--- src/rtl/rxdwb_pkg.sv ---
package rxdwb_pkg;

    localparam int WORD_W     = 32;
    localparam int WORD_BYTES = WORD_W / 8;

    // descriptor layout (byte offsets)
    localparam int OFS_STATUS = 0;
    localparam int OFS_BUFFER = 4;
    localparam int OFS_LINK   = 12;

    // status word fields
    localparam int OWNER_HI  = 31;
    localparam int OWNER_LO  = 30;
    localparam int BIT_GOOD  = 20;
    localparam int BIT_LONG  = 19;
    localparam int BIT_INTR  = 16;
    localparam int CRC_BYTES = 4;

    localparam logic [1:0] OWNER_ENGINE = 2'b10;
    localparam logic [1:0] OWNER_CPU    = 2'b00;

    typedef enum logic [3:0] {
        ST_IDLE,
        ST_OWN,
        ST_BUF,
        ST_LINK,
        ST_RECV,
        ST_WDATA,
        ST_WSTAT,
        ST_DROP,
        ST_STALL
    } rx_state_e;

endpackage

--- src/rtl/rxdwb_packer.sv ---
module rxdwb_packer
    import rxdwb_pkg::*;
(
    input  logic              clk,
    input  logic              rst_n,
    input  logic              take_i,
    input  logic [7:0]        byte_i,
    input  logic              last_i,
    input  logic              clr_i,
    output logic [WORD_W-1:0] word_o,
    output logic              full_o,
    output logic              last_o
);

    localparam int LANES = WORD_BYTES;
    localparam int LW    = $clog2(LANES);

    typedef struct packed {
        logic [WORD_W-1:0] word;
        logic [LW-1:0]     lane;
        logic              full;
        logic              last;
    } pk_t;

    pk_t pk_d, pk_q;

    always_comb begin
        pk_d = pk_q;
        if (clr_i) begin
            pk_d = '0;
        end else if (take_i) begin
            for (int i = 0; i < LANES; i++) begin
                if (pk_q.lane == LW'(i)) begin
                    pk_d.word[i*8 +: 8] = byte_i;
                end
            end
            pk_d.lane = pk_q.lane + 1'b1;
            pk_d.full = last_i || (pk_q.lane == LW'(LANES - 1));
            pk_d.last = last_i;
        end
    end

    always_ff @(posedge clk or negedge rst_n) begin
        if (!rst_n) pk_q <= '0;
        else        pk_q <= pk_d;
    end

    assign word_o = pk_q.word;
    assign full_o = pk_q.full;
    assign last_o = pk_q.last;


    no_take_when_full_chk: assert property (@(posedge clk) disable iff (!rst_n)
        (take_i && !clr_i) |-> !pk_q.full);

endmodule

--- src/rtl/rxdwb_status.sv ---
module rxdwb_status
    import rxdwb_pkg::*;
#(
    parameter int LENW = 16
) (
    input  logic [LENW-1:0]   len_i,
    input  logic              long_i,
    input  logic              intr_i,
    output logic [WORD_W-1:0] word_o
);

    logic [LENW-1:0] rec_len;

    always_comb begin
        rec_len = len_i + LENW'(CRC_BYTES);
        word_o  = '0;
        word_o[OWNER_HI:OWNER_LO] = OWNER_CPU;
        word_o[BIT_GOOD]          = 1'b1;
        word_o[BIT_LONG]          = long_i;
        word_o[BIT_INTR]          = intr_i;
        word_o[LENW-1:0]          = rec_len;
    end

endmodule

--- src/rtl/rxdwb_engine.sv ---
module rxdwb_engine
    import rxdwb_pkg::*;
#(
    parameter int ADDR_W    = 32,
    parameter int LENW      = 16,
    parameter int MAX_FRAME = 1518
) (
    input  logic              clk,
    input  logic              rst_n,
    input  logic [ADDR_W-1:0] cfg_list_base,
    input  logic              cfg_rx_on,
    input  logic              cfg_accept_long,
    input  logic              cfg_rxint_en,
    input  logic              rx_kick,
    input  logic              rx_valid,
    input  logic [7:0]        rx_data,
    input  logic              rx_last,
    output logic              rx_ready,
    output logic              mem_req,
    output logic              mem_we,
    output logic [ADDR_W-1:0] mem_addr,
    output logic [WORD_W-1:0] mem_wdata,
    input  logic [WORD_W-1:0] mem_rdata,
    input  logic              mem_ack,
    output logic [ADDR_W-1:0] cur_desc_addr,
    output logic              ev_good,
    output logic              ev_too_long,
    output logic              ev_early,
    output logic              ev_unavail,
    output logic              ev_rxint
);

    localparam logic [LENW-1:0]   MAX_L     = LENW'(MAX_FRAME);
    localparam logic [ADDR_W-1:0] OFS_BUF_A = ADDR_W'(OFS_BUFFER);
    localparam logic [ADDR_W-1:0] OFS_LNK_A = ADDR_W'(OFS_LINK);
    localparam int                WSHIFT    = $clog2(WORD_BYTES);

    typedef struct packed {
        rx_state_e       st;
        logic [ADDR_W-1:0] cur;
        logic [ADDR_W-1:0] bufa;
        logic [ADDR_W-1:0] nxt;
        logic [LENW-1:0] widx;
        logic [LENW-1:0] cnt;
        logic            long_f;
        logic            in_frame;
        logic            kick_pend;
        logic            ev_good;
        logic            ev_long;
        logic            ev_early;
        logic            ev_unav;
        logic            ev_int;
    } eng_t;

    eng_t e_d, e_q;

    logic              take;
    logic              pk_take;
    logic              pk_clr;
    logic [WORD_W-1:0] pk_word;
    logic              pk_full;
    logic              pk_last;
    logic [WORD_W-1:0] stat_word;
    logic [LENW-1:0]   cnt_inc;

    rxdwb_packer u_packer (
        .clk    (clk),
        .rst_n  (rst_n),
        .take_i (pk_take),
        .byte_i (rx_data),
        .last_i (rx_last),
        .clr_i  (pk_clr),
        .word_o (pk_word),
        .full_o (pk_full),
        .last_o (pk_last)
    );

    rxdwb_status #(.LENW(LENW)) u_status (
        .len_i  (e_q.cnt),
        .long_i (e_q.long_f),
        .intr_i (cfg_rxint_en),
        .word_o (stat_word)
    );

    assign take    = rx_valid && rx_ready;
    assign cnt_inc = e_q.cnt + 1'b1;

    always_comb begin
        e_d          = e_q;
        e_d.ev_good  = 1'b0;
        e_d.ev_long  = 1'b0;
        e_d.ev_early = 1'b0;
        e_d.ev_unav  = 1'b0;
        e_d.ev_int   = 1'b0;
        rx_ready     = 1'b0;
        mem_req      = 1'b0;
        mem_we       = 1'b0;
        mem_addr     = e_q.cur;
        mem_wdata    = '0;
        pk_take      = 1'b0;
        pk_clr       = 1'b0;

        if (rx_kick) e_d.kick_pend = 1'b1;

        unique case (e_q.st)
            ST_IDLE: begin
                rx_ready = 1'b1;
                if (!cfg_rx_on) begin
                    e_d.cur = cfg_list_base;
                end else if (!e_q.in_frame && !rx_valid) begin
                    e_d.cur = cfg_list_base;
                    e_d.st  = ST_OWN;
                end
            end
            ST_OWN: begin
                mem_req = 1'b1;
                if (mem_ack) begin
                    e_d.kick_pend = 1'b0;
                    if (mem_rdata[OWNER_HI:OWNER_LO] == OWNER_ENGINE) begin
                        e_d.st = ST_BUF;
                    end else begin
                        e_d.ev_unav = 1'b1;
                        e_d.st      = ST_STALL;
                    end
                end
            end
            ST_BUF: begin
                mem_req  = 1'b1;
                mem_addr = e_q.cur + OFS_BUF_A;
                if (mem_ack) begin
                    e_d.bufa = mem_rdata[ADDR_W-1:0];
                    e_d.st   = ST_LINK;
                end
            end
            ST_LINK: begin
                mem_req  = 1'b1;
                mem_addr = e_q.cur + OFS_LNK_A;
                if (mem_ack) begin
                    e_d.nxt    = mem_rdata[ADDR_W-1:0];
                    e_d.cnt    = '0;
                    e_d.widx   = '0;
                    e_d.long_f = 1'b0;
                    e_d.st     = ST_RECV;
                end
            end
            ST_RECV: begin
                rx_ready = !pk_full;
                if (pk_full) begin
                    e_d.st = ST_WDATA;
                end else if (take) begin
                    if (cnt_inc > MAX_L) begin
                        if (cfg_accept_long) begin
                            pk_take    = 1'b1;
                            e_d.cnt    = cnt_inc;
                            e_d.long_f = 1'b1;
                        end else begin
                            pk_clr   = 1'b1;
                            e_d.cnt  = '0;
                            e_d.widx = '0;
                            if (rx_last) e_d.ev_long = 1'b1;
                            else         e_d.st      = ST_DROP;
                        end
                    end else begin
                        pk_take = 1'b1;
                        e_d.cnt = cnt_inc;
                    end
                end else if (!cfg_rx_on && !e_q.in_frame) begin
                    e_d.st = ST_IDLE;
                end
            end
            ST_WDATA: begin
                mem_req   = 1'b1;
                mem_we    = 1'b1;
                mem_addr  = e_q.bufa + (ADDR_W'(e_q.widx) << WSHIFT);
                mem_wdata = pk_word;
                if (mem_ack) begin
                    pk_clr   = 1'b1;
                    e_d.widx = e_q.widx + 1'b1;
                    if (e_q.widx == '0) e_d.ev_early = 1'b1;
                    e_d.st = pk_last ? ST_WSTAT : ST_RECV;
                end
            end
            ST_WSTAT: begin
                mem_req   = 1'b1;
                mem_we    = 1'b1;
                mem_addr  = e_q.cur;
                mem_wdata = stat_word;
                if (mem_ack) begin
                    e_d.cur     = e_q.nxt;
                    e_d.ev_good = 1'b1;
                    e_d.ev_int  = cfg_rxint_en;
                    e_d.ev_long = e_q.long_f;
                    e_d.st      = cfg_rx_on ? ST_OWN : ST_IDLE;
                end
            end
            ST_DROP: begin
                rx_ready = 1'b1;
                if (take && rx_last) begin
                    e_d.ev_long = 1'b1;
                    e_d.st      = ST_RECV;
                end
            end
            ST_STALL: begin
                rx_ready = 1'b1;
                if (take && rx_last) begin
                    e_d.ev_unav = 1'b1;
                end else if (!e_q.in_frame && !take) begin
                    if (!cfg_rx_on) begin
                        e_d.st = ST_IDLE;
                    end else if (e_q.kick_pend || rx_kick) begin
                        e_d.kick_pend = 1'b0;
                        e_d.st        = ST_OWN;
                    end
                end
            end
            default: e_d.st = ST_IDLE;
        endcase

        if (take) e_d.in_frame = !rx_last;
    end

    always_ff @(posedge clk or negedge rst_n) begin
        if (!rst_n) begin
            e_q    <= '0;
            e_q.st <= ST_IDLE;
        end else begin
            e_q <= e_d;
        end
    end

    assign cur_desc_addr = e_q.cur;
    assign ev_good       = e_q.ev_good;
    assign ev_too_long   = e_q.ev_long;
    assign ev_early      = e_q.ev_early;
    assign ev_unavail    = e_q.ev_unav;
    assign ev_rxint      = e_q.ev_int;


    req_hold_chk: assert property (@(posedge clk) disable iff (!rst_n)
        (mem_req && !mem_ack) |=> (mem_req && $stable(mem_addr) && $stable(mem_we)));


    owner_release_chk: assert property (@(posedge clk) disable iff (!rst_n)
        (e_q.st == ST_WSTAT && mem_req) |-> (mem_we && mem_wdata[OWNER_HI:OWNER_LO] == OWNER_CPU
                                             && mem_wdata[BIT_GOOD]));


    ptr_advance_chk: assert property (@(posedge clk) disable iff (!rst_n)
        (cfg_rx_on && $past(cfg_rx_on) && $past(e_q.st) != ST_IDLE && !$stable(cur_desc_addr))
        |-> ev_good);


    own_gate_chk: assert property (@(posedge clk) disable iff (!rst_n)
        (e_q.st == ST_OWN && mem_ack && mem_rdata[OWNER_HI:OWNER_LO] != OWNER_ENGINE)
        |=> (ev_unavail && !mem_req));


    off_quiet_chk: assert property (@(posedge clk) disable iff (!rst_n)
        (!cfg_rx_on && !$past(cfg_rx_on) && $past(e_q.st) == ST_IDLE) |-> !mem_req);

endmodule

--- config.mk ---
export PLATFORM = sky130hd
export DESIGN_NAME = rxdwb_engine
export DESIGN_NICKNAME = d
export VERILOG_FILES = /design/src/rtl/rxdwb_pkg.sv /design/src/rtl/rxdwb_packer.sv /design/src/rtl/rxdwb_status.sv /design/src/rtl/rxdwb_engine.sv
export SDC_FILE = /design/constraint.sdc
export NUM_CORES = 1
export LEC_CHECK = 0
export BUFFER_PORTS_ARGS = -buffer_cell sky130_fd_sc_hd__buf_2
export CORE_MARGIN = 4
export CORE_UTILIZATION = 46
export DETAILED_ROUTE_END_ITERATION = 16
export HOLD_SLACK_MARGIN = 0.05
export PLACE_DENSITY = 0.7
export REMOVE_ABC_BUFFERS = 1
export SETUP_SLACK_MARGIN = 0.15
export SKIP_CTS_REPAIR_TIMING = 1
export SLEW_MARGIN = 20
export SYNTH_ARGS = -nofsm -noshare
export SYNTH_HDL_FRONTEND = slang
export SYNTH_SLANG_ARGS = --single-unit
--- constraint.sdc ---
create_clock -name clk -period 6.6 [get_ports clk]
set_input_delay 1.98 -clock clk [delete_from_list [all_inputs] [get_ports clk]]
set_output_delay 1.98 -clock clk [all_outputs]
set_load 0.005 [all_outputs]
==> results of run 1 <==
-- kinds of logic after synthesis --
logic type	share of synthesized area
compound gates	0.161
xor+xnor	0.0278
fa+ha+maj	0.0332
buf+inv	0.0556
flops	0.401
mux	0.102
simple gates	0.219
-- through the flow --
stage / cell area, sq um / cells / hold slack, ns
floorplan: 10500 / 1129 / 0.445
global placement: 11900 / 1641 / 0.457
detailed placement: 11900 / 1641 / 0.462
CTS: 12500 / 1673 / 0.480
global route: 12500 / 1673 / 0.492
finish: 12500 / 1674 / 0.479
-- layout by cell type, fill, tap and decap left out, types with 18 or more instances in the layout --
master / synthesis / final
a22o_1: 18 / 18
xnor2_1: 19 / 19
nand2_1: 216 / 216
dfrtp_1: 176 / 176
buf_2: 22 / 183
mux2_2: 40 / 40
ha_1: 26 / 26
nand3_1: 58 / 57
mux2i_1: 67 / 67
inv_1: 21 / 21
a21oi_1: 57 / 56
and2_1: 22 / 22
o21ai_0: 75 / 75
and3_1: 28 / 28
nor2_1: 83 / 80
-- sequential cells by signal, summed over array words and instances (netlist names) --
register	cells
u_packer.word_o	32
ev_rxint	1
e_q	103
ev_good	1
u_packer.last_o	1
cur_desc_addr	32
u_packer.full_o	1
ev_too_long	1
ev_early	1
ev_unavail	1
u_packer.pk_q	2
-- path summary, 6_finish.rpt --
path	start	endpoint	slack, ns	depth (start not counted)
worst min-delay path	e_q[71]	e_q[71]	0.48	2
worst max register to register	e_q[10]	u_packer.word_o[25]	3.21	9
worst max-delay path	e_q[137]	mem_addr[26]	0.47	11
worst min register to register	e_q[71]	e_q[71]	0.48	2
min in group asynchronous	rst_n	e_q[9]	1.54	2
max in group asynchronous	rst_n	u_packer.word_o[20]	4.01	2
-- critical path, stage by stage (launching register included) --
cell and delay, ns:
dfrtp_1 0.71, nor3b_4 0.42, and2_1 0.22, fa_1 0.22, and3_1 0.22, nand4_1 0.35, nor3_2 0.70, nand3_1 0.17
nand3_1 0.12, o21ai_0 0.08, or3_1 0.36, buf_2 0.13
-- final cells by class --
cell class	instances	area (sq um)	share of cell area
Tap cell	319	399	0.0320
Antenna cell	1	2.50	0.000201
Inverter	21	78.8	0.00632
Sequential cell	176	4400	0.353
Clock buffer	18	439	0.0352
Timing Repair Buffer	193	1010	0.0807
Multi-Input combinational cell	932	6010	0.482
Clock inverter	14	134	0.0107
-- power groups by stage --
stage | clock network, mW | registers [mW] | logic (mW)
floorplan | 0 | 1.84 | 1.37
global placement | 0 | 1.96 | 2.02
detailed placement | 0 | 1.98 | 2.08
CTS | 1.03 | 1.96 | 2.09
global route | 1.07 | 2.04 | 2.33
finish | 1.01 | 1.97 | 2.08
-- routing by layer --
metal | part of all wire | wire (um)
met1 | 0.46 | 14100
met2 | 0.48 | 14900
met3 | 0.046 | 1420
met4 | 0.017 | 528
met5 | 0 | 0
==> results by group, run 1 <==
Setup path
  – Crit Path Class: register to output pin
  – CP Launch Type: register
  – CP required: 4.62 ns
  – CP endpoint kind: output pin
  – Worst EP arrival: 4.15 ns
  – Worst-path maximum fanout: 19

Yosys
  – Top cells by area, synth: dfrtp_1 (40%), nand2_1 (7.4%), mux2i_1 (6.1%)
  – Cell area after synthesis: 11000 sq um
  – Mapped Cells: 1230
  – Fraction of registers with async set or reset after synthesis: 1.00
  – Sequential fraction of the synthesis area: 0.401
  – Cell variety after synth: 83
  – Synthesized area per cell: 8.93 sq um
  – Number of synthesized flops with an enable pin: 0
  – Share of the synthesized area in the top cell type: 0.401
  – Commonest cells in the synthesized netlist: nand2_1 (216), dfrtp_1 (176), nor2_1 (83)
  – Total number of yosys warnings: 0
  – Most numerous cell in the Yosys netlist: nand2_1
  – Top FF cell, synth: dfrtp_1
  – Cell taking the most area after synthesis: dfrtp_1
  – Yosys reg bits: 176

STA
  – Fin. max-slew vios: 0
  – Headroom to the max-slew limit: 0.186
  – Setup violators final: 0
  – Period minus WS final: 6.13 ns
  – Tcrit/Tclk final: 0.928
  – Skew final: 0.00856 ns
  – Final worst slack: 0.475 ns
  – Slew @ Worst Pin: 1.22 ns
  – Hold Vio Cnt, Final: 0
  – Achievable Freq: 163 MHz
  – RSZ-0062 raised after global routing: false
  – Setup TNS: 0 ns

Power and ir drop
  – Sw power: 2.16 mW
  – VDD IR max: 0.000341 V
  – Leak Pwr: 6.20 nW
  – Clock power share: 0.200
  – P per Cell Area: 406 nW/um^2
  – Flop pwr share: 0.390
  – Final Power: 5.07 mW
  – Internal: 2.91 mW
  – Comb pwr share: 0.411
  – Sw Share: 0.426

Floorplanning
  – Die width: 163 um
  – Placeable Area: 23500 sq um
  – Number of cell rows: 56
  – I/O pin count: 185
  – Die H: 163 um
  – Initial Utilization: 0.468
  – Die ar.: 26400 sq um

Global routing
  – Largest net degree at the start of global routing: 177
  – Busiest layer in global routing: met2
  – Gr usage total: 0.233
  – Initial antenna violation count: 0
  – Global Route met1 Usage: 0.334
  – Grt met2 use: 0.376
  – Met3 usage: 0.0321
  – Vias in the first global route: 9225
  – Gr ovfl total: 0
  – First-pass GRT wire length: 49800 um

Routing
  – Final antenna-violating net count: 0
  – Drt total wl: 30900 um
  – DRT iter0 DRCs: 776
  – Initial DRT Pass Iterations: 5
  – Via count: 9536
  – WL/cell: 18.5 um
  – Vias per cell: 5.70
  – Residual DRC count: 0

CTS
  – Clk sinks: 176
  – Inserted Clock Buffers: 17
  – Clock slew at reported path FFs: 0.07 ns
  – Clock Tree Root: clkbuf_16
  – H-tree depth: 4
  – Clk buf depth: 2
  – Worst-skew pair later-pin latency: 0.43 ns
  – CTS tree: yes

Flow run
  – Max-cap violations: 0

Layout
  – P&R area growth vs syn: 13.6%
  – Fillers: 2162
  – Finished Core Util: 0.532
  – Nets@finish: 1450
  – Fraction of layout cells with a size suffix above 1: 0.222

Outcome
  – Outcome: finished, final reports clean

Place
  – IO Port Bufs: 184
  – Pre-CTS WS: 0.986 ns
  – Final Wtd Congestion: 0.902
  – Hpwl dp: 21300 um

Hold path
  – Hold Crit Class: register to register
No activity file was read; power rests on OpenSTA's default activity.
==> inputs of run 2 (changes only) <==
CORE_UTILIZATION = 40   (was 46)
GPL_ROUTABILITY_DRIVEN = 1   (was unset)
PLACE_DENSITY = 0.63   (was 0.7)
==> run 2 against run 1 <==
  * Clock skew up 0.0088 ns
  * Largest cell class unchanged
  * Global-route usage down 2.3 points
  * Clock-buffer cell count unchanged
  * Utilization down 6.6 points
  * Design area up 0.83%
  * Clock power up 11%
  * Worst setup slack better by 0.19 ns
==> results by group, run 2 (synthesis results as in run 1) <==
Floorplanning
  – Number of cell rows: 60
  – Initial Utilization: 0.407
  – I/O pin count: 185
  – Die ar.: 30200 sq um
  – Die width: 174 um
  – Placeable Area: 27000 sq um
  – Die H: 174 um

STA
  – Skew final: 0.0174 ns
  – Achievable Freq: 168 MHz
  – Hold Vio Cnt, Final: 0
  – Setup TNS: 0 ns
  – Fin. max-slew vios: 0
  – Slew @ Worst Pin: 1.00 ns
  – Setup violators final: 0
  – Period minus WS final: 5.94 ns
  – Tcrit/Tclk final: 0.899
  – RSZ-0062 raised after global routing: false
  – Headroom to the max-slew limit: 0.329

Setup path
  – Crit path largest cell delay: 0.69 ns
  – CP max-delay cell: dfrtp_1
  – Buf/Inv on CP: 1
  – Critical path, cell by cell: nor3b_4 > and2_1 > ha_1 > a21oi_1 > and3b_1 > nand4_2 > nor3_2 > nand4_1 > or2_2 > o211ai_1 > buf_2
  – CP Launch Type: register
  – CP top delay family: simple AND/OR/NAND/NOR gates
  – CP endpoint kind: output pin
  – Worst EP arrival: 3.96 ns
  – CP required: 4.62 ns
  – Crit Path Class: register to output pin
  – Worst-path maximum fanout: 19

CTS
  – CTS tree: yes
  – Inserted Clock Buffers: 17
  – Worst-skew pair later-pin latency: 0.44 ns
  – Clk buf depth: 2
  – Clk sinks: 176
  – Clock slew at reported path FFs: 0.07 ns
  – Clock Tree Root: clkbuf_16
  – H-tree depth: 4

Routing
  – Initial DRT Pass Iterations: 5
  – Via count: 9708
  – WL/cell: 18.9 um
  – Drt total wl: 32100 um
  – Vias per cell: 5.71
  – Final antenna-violating net count: 0
  – DRT iter0 DRCs: 788
  – Residual DRC count: 0

Layout
  – Commonest non-fill, non-tap cells in the layout: nand2_1 (216), buf_2 (183), dfrtp_1 (176)
  – Nets@finish: 1451
  – Fraction of layout cells with a size suffix above 1: 0.222
  – Largest Register: e_q
  – P&R area growth vs syn: 14.5%
  – Number of flip-flops in the largest register: 103
  – Finished Core Util: 0.466
  – Fillers: 2656
  – Most common cell after layout, fill and taps aside: nand2_1

Place
  – Final Wtd Congestion: 0.893
  – Hpwl dp: 22600 um
  – IO Port Bufs: 184

Global routing
  – Largest net degree at the start of global routing: 87
  – First-pass GRT wire length: 51600 um
  – Gr ovfl total: 0
  – Gr usage total: 0.210
  – Vias in the first global route: 9411
  – Initial antenna violation count: 5

Power and ir drop
  – P per Cell Area: 412 nW/um^2
  – Leak Pwr: 6.23 nW
  – VDD IR max: 0.000152 V

Hold path
  – Hold Crit Class: register to register

Outcome
  – Outcome: finished, final reports clean

Flow run
  – Max-cap violations: 0
[run 2: final timing paths]
check | slack [ns] | cells after the start | from | endpoint
setup reg to reg | 3.05 | 8 | e_q[10] | u_packer.full_o
hold reg to reg | 0.48 | 2 | e_q[59] | e_q[59]
max in group asynchronous | 3.87 | 2 | rst_n | e_q[70]
setup / recovery | 0.66 | 11 | e_q[137] | mem_addr[27]
hold / removal | 0.48 | 2 | e_q[59] | e_q[59]
min in group asynchronous | 1.61 | 1 | rst_n | ev_early
[run 2: power breakdown]
| part | internal (mW) | total [mW] | leakage [nW] | switching (mW) |
|---|---|---|---|---|
| combinational | 0.904 | 2.10 | 3.66 | 1.19 |
| sequential | 1.49 | 1.97 | 2.27 | 0.475 |
| clock | 0.643 | 1.12 | 0.301 | 0.473 |
[run 2: through the flow]
| step | power, mW | cells | setup WS (ns) | instance area, sq um | hold WS (ns) |
|---|---|---|---|---|---|
| after floorplan | 3.21 | 1129 | 0.915 | 10500 | 0.445 |
| after global placement | 4.02 | 1664 | 1.12 | 11900 | 0.456 |
| after detailed placement | 4.08 | 1664 | 1.05 | 11900 | 0.463 |
| after CTS | 5.20 | 1695 | 0.548 | 12600 | 0.482 |
| after global routing | 5.58 | 1699 | 0.288 | 12600 | 0.503 |
| final | 5.18 | 1699 | 0.665 | 12600 | 0.477 |
[run 2: per-layer routing]
metal	GRT usage	vias to the layer above	share of wire
met5	0	-	0.00022
met1	0.283	4784	0.45
met2	0.334	265	0.47
met3	0.0393	58	0.052
met4	0.0855	2	0.031
li1	-	4599	-
[run 2: layout make-up]
class | count | area, sq um | share of cell area
repair buffers | 194 | 1000 | 0.0798
diodes | 4 | 10.0 | 0.000795
well taps | 341 | 427 | 0.0339
inverters | 21 | 78.8 | 0.00626
clock buffers | 18 | 429 | 0.0341
flip-flops and latches | 176 | 4400 | 0.350
clock inverters | 13 | 199 | 0.0158
multi-input cells | 932 | 6030 | 0.479
[run 2: worst min-delay path, cell delays in order, from the launching register on]
cell and delay, ns:
dfrtp_1 0.35, nand2_1 0.05, nand2_1 0.05
==> inputs of run 3 (changes only) <==
CORE_MARGIN = 2   (was 4)
HOLD_SLACK_MARGIN = 0.06   (was 0.05)
==> run 3 against run 2 <==
  * Total power is 1.3% lower
  * Sequential share of layout area is 0.077 points higher
  * Combinational power hardly changed
  * Design area is 0.22% lower
  * Via count is 0.56% lower
  * First-iteration DRC count is 1.8% lower
  * Utilization hardly changed
  * Clock skew is 0.0029 ns lower
  * Wire length is 1.8% lower
  * Clock-buffer cell count stayed put
  * Global-route usage is 1.2 points higher
  * Critical path type unchanged
  * Critical endpoint is now mem_addr[26]
  * Highest routed layer unchanged
==> results by group, run 3 (synthesis results as in run 1) <==
Outcome
  – Outcome: finished, final reports clean

Place
  – Placed instance count: 1664
  – Hpwl dp: 22100 um
  – Pre-CTS WS: 1.01 ns
  – Final Wtd Congestion: 0.868
  – IO Port Bufs: 184
  – Area post-placement: 11900 sq um

CTS
  – Clock slew at reported path FFs: 0.07 ns
  – Clk buf depth: 2
  – Clock Tree Root: clkbuf_16
  – H-tree depth: 4
  – Worst-skew pair later-pin latency: 0.44 ns
  – Clk sinks: 176
  – Inserted Clock Buffers: 17
  – CTS tree: yes

Flow run
  – Max-cap violations: 0

Routing
  – Initial DRT Pass Iterations: 5
  – Residual DRC count: 0
  – DRT iter0 DRCs: 774
  – Drt total wl: 31500 um
  – Final antenna-violating net count: 0
  – Via count: 9654
  – Vias per cell: 5.68
  – WL/cell: 18.5 um

STA
  – Tcrit/Tclk final: 0.925
  – Slew @ Worst Pin: 0.996 ns
  – Period minus WS final: 6.10 ns
  – Fin. max-slew vios: 0
  – Headroom to the max-slew limit: 0.335
  – Setup violators final: 0
  – Skew final: 0.0145 ns
  – Hold Vio Cnt, Final: 0
  – Achievable Freq: 164 MHz
  – Final worst slack: 0.496 ns
  – Setup TNS: 0 ns
  – RSZ-0062 raised after global routing: false

Hold path
  – Hold Crit Start: e_q[41]
  – Hold Path Stages: 2
  – Hold endpoint: e_q[41]
  – Hold Crit Class: register to register

Global routing
  – Largest net degree at the start of global routing: 72
  – Gr ovfl total: 0
  – Gr usage total: 0.222
  – First-pass GRT wire length: 50300 um
  – Vias in the first global route: 9191
  – Initial antenna violation count: 8

Power and ir drop
  – Flop pwr share: 0.385
  – Leak Pwr: 6.21 nW
  – Clock power share: 0.207
  – Final Power: 5.11 mW
  – VDD IR max: 0.000156 V
  – Internal: 2.96 mW
  – Sw power: 2.15 mW
  – Comb pwr share: 0.408
  – P per Cell Area: 407 nW/um^2
  – Sw Share: 0.420

Setup path
  – Worst-path maximum fanout: 19
  – Flop2flop setup slack: 2.96 ns
  – Critical path, cell by cell: nor3b_4 > and2_1 > fa_1 > and3_1 > nand4_1 > nor3_2 > nand3_1 > nand3_1 > o21ai_0 > or3_1 > buf_2
  – Reg-to-Reg End: e_q[36]
  – CP max-delay cell: dfrtp_1
  – CP top delay family: simple AND/OR/NAND/NOR gates
  – CP required: 4.62 ns
  – Buf/Inv on CP: 1
  – CP endpoint kind: output pin
  – CP startpoint: e_q[137]
  – CP Launch Type: register
  – Crit. path cell count: 11
  – Crit path largest cell delay: 0.70 ns
  – Crit Path Class: register to output pin
  – Reg2Reg Depth: 7
  – Worst R2R Start: e_q[138]
  – Worst EP arrival: 4.12 ns
  – Worst path most repeated cell: nand3_1

Floorplanning
  – I/O pin count: 185
  – Placeable Area: 27000 sq um
  – Die width: 170 um
  – Number of cell rows: 60
  – Die H: 170 um
  – Die ar.: 28800 sq um
  – Initial Utilization: 0.408

Layout
  – Fraction of layout cells with a size suffix above 1: 0.222
  – Cell area after layout: 12600 sq um
  – Layout Cells excl Fill: 1701
  – Commonest non-fill, non-tap cells in the layout: nand2_1 (216), buf_2 (183), dfrtp_1 (176)
  – Most common cell after layout, fill and taps aside: nand2_1
  – Number of flip-flops in the largest register: 103
  – P&R area growth vs syn: 14.3%
  – Largest Register: e_q
  – Nets@finish: 1451
[run 3: power groups by stage]
stage               sequential, mW  clock [mW]  combinational [mW]
floorplan                     1.84           0                1.37
global route                  2.04        1.12                2.33
detailed placement            1.98           0                2.08
finish                        1.97        1.06                2.08
CTS                           1.96        1.08                2.09
global placement              1.96           0                2.05
[run 3: layout make-up]
type	count	area [sq um]
antenna	5	12.5
fill	2614	14400
tap	341	427
inverter	21	78.8
clock buffer	18	429
sequential	176	4400
timing repair buffer	194	1000
multi-input combinational	932	6020
clock inverter	14	175
[run 3: how the worst max path moves through the flow]
| stage | end |
|---|---|
| floorplan | mem_wdata[0] |
| finish | mem_addr[26] |
| detailed placement | mem_addr[26] |
| global route | mem_addr[26] |
| global placement | mem_addr[26] |
| CTS | mem_addr[26] |
[run 3: routing by layer]
metal / vias to the layer above / wire length, um / GRT usage
met1: 4720 / 14300 / 0.305
met4: 6 / 558 / 0.0669
met2: 269 / 15000 / 0.354
met5: - / 41 / 0
li1: 4613 / - / -
met3: 46 / 1590 / 0.0445
[run 3: metrics by stage]
| stage | util | hold WS (ns) |
|---|---|---|
| after floorplan | - | 0.445 |
| after global placement | 0.443 | 0.457 |
| after detailed placement | 0.443 | 0.462 |
| after CTS | 0.465 | 0.479 |
| after global routing | 0.466 | 0.499 |
| final | 0.466 | 0.476 |
[run 3: worst register-to-register path, cell delays in order (launching register included)]
cell,delay [ns]
dfrtp_1,0.70
nand2_1,0.35
nor2_4,0.78
buf_4,0.50
and2_0,0.72
and3_1,0.30
a21oi_1,0.07
a21oi_1,0.14
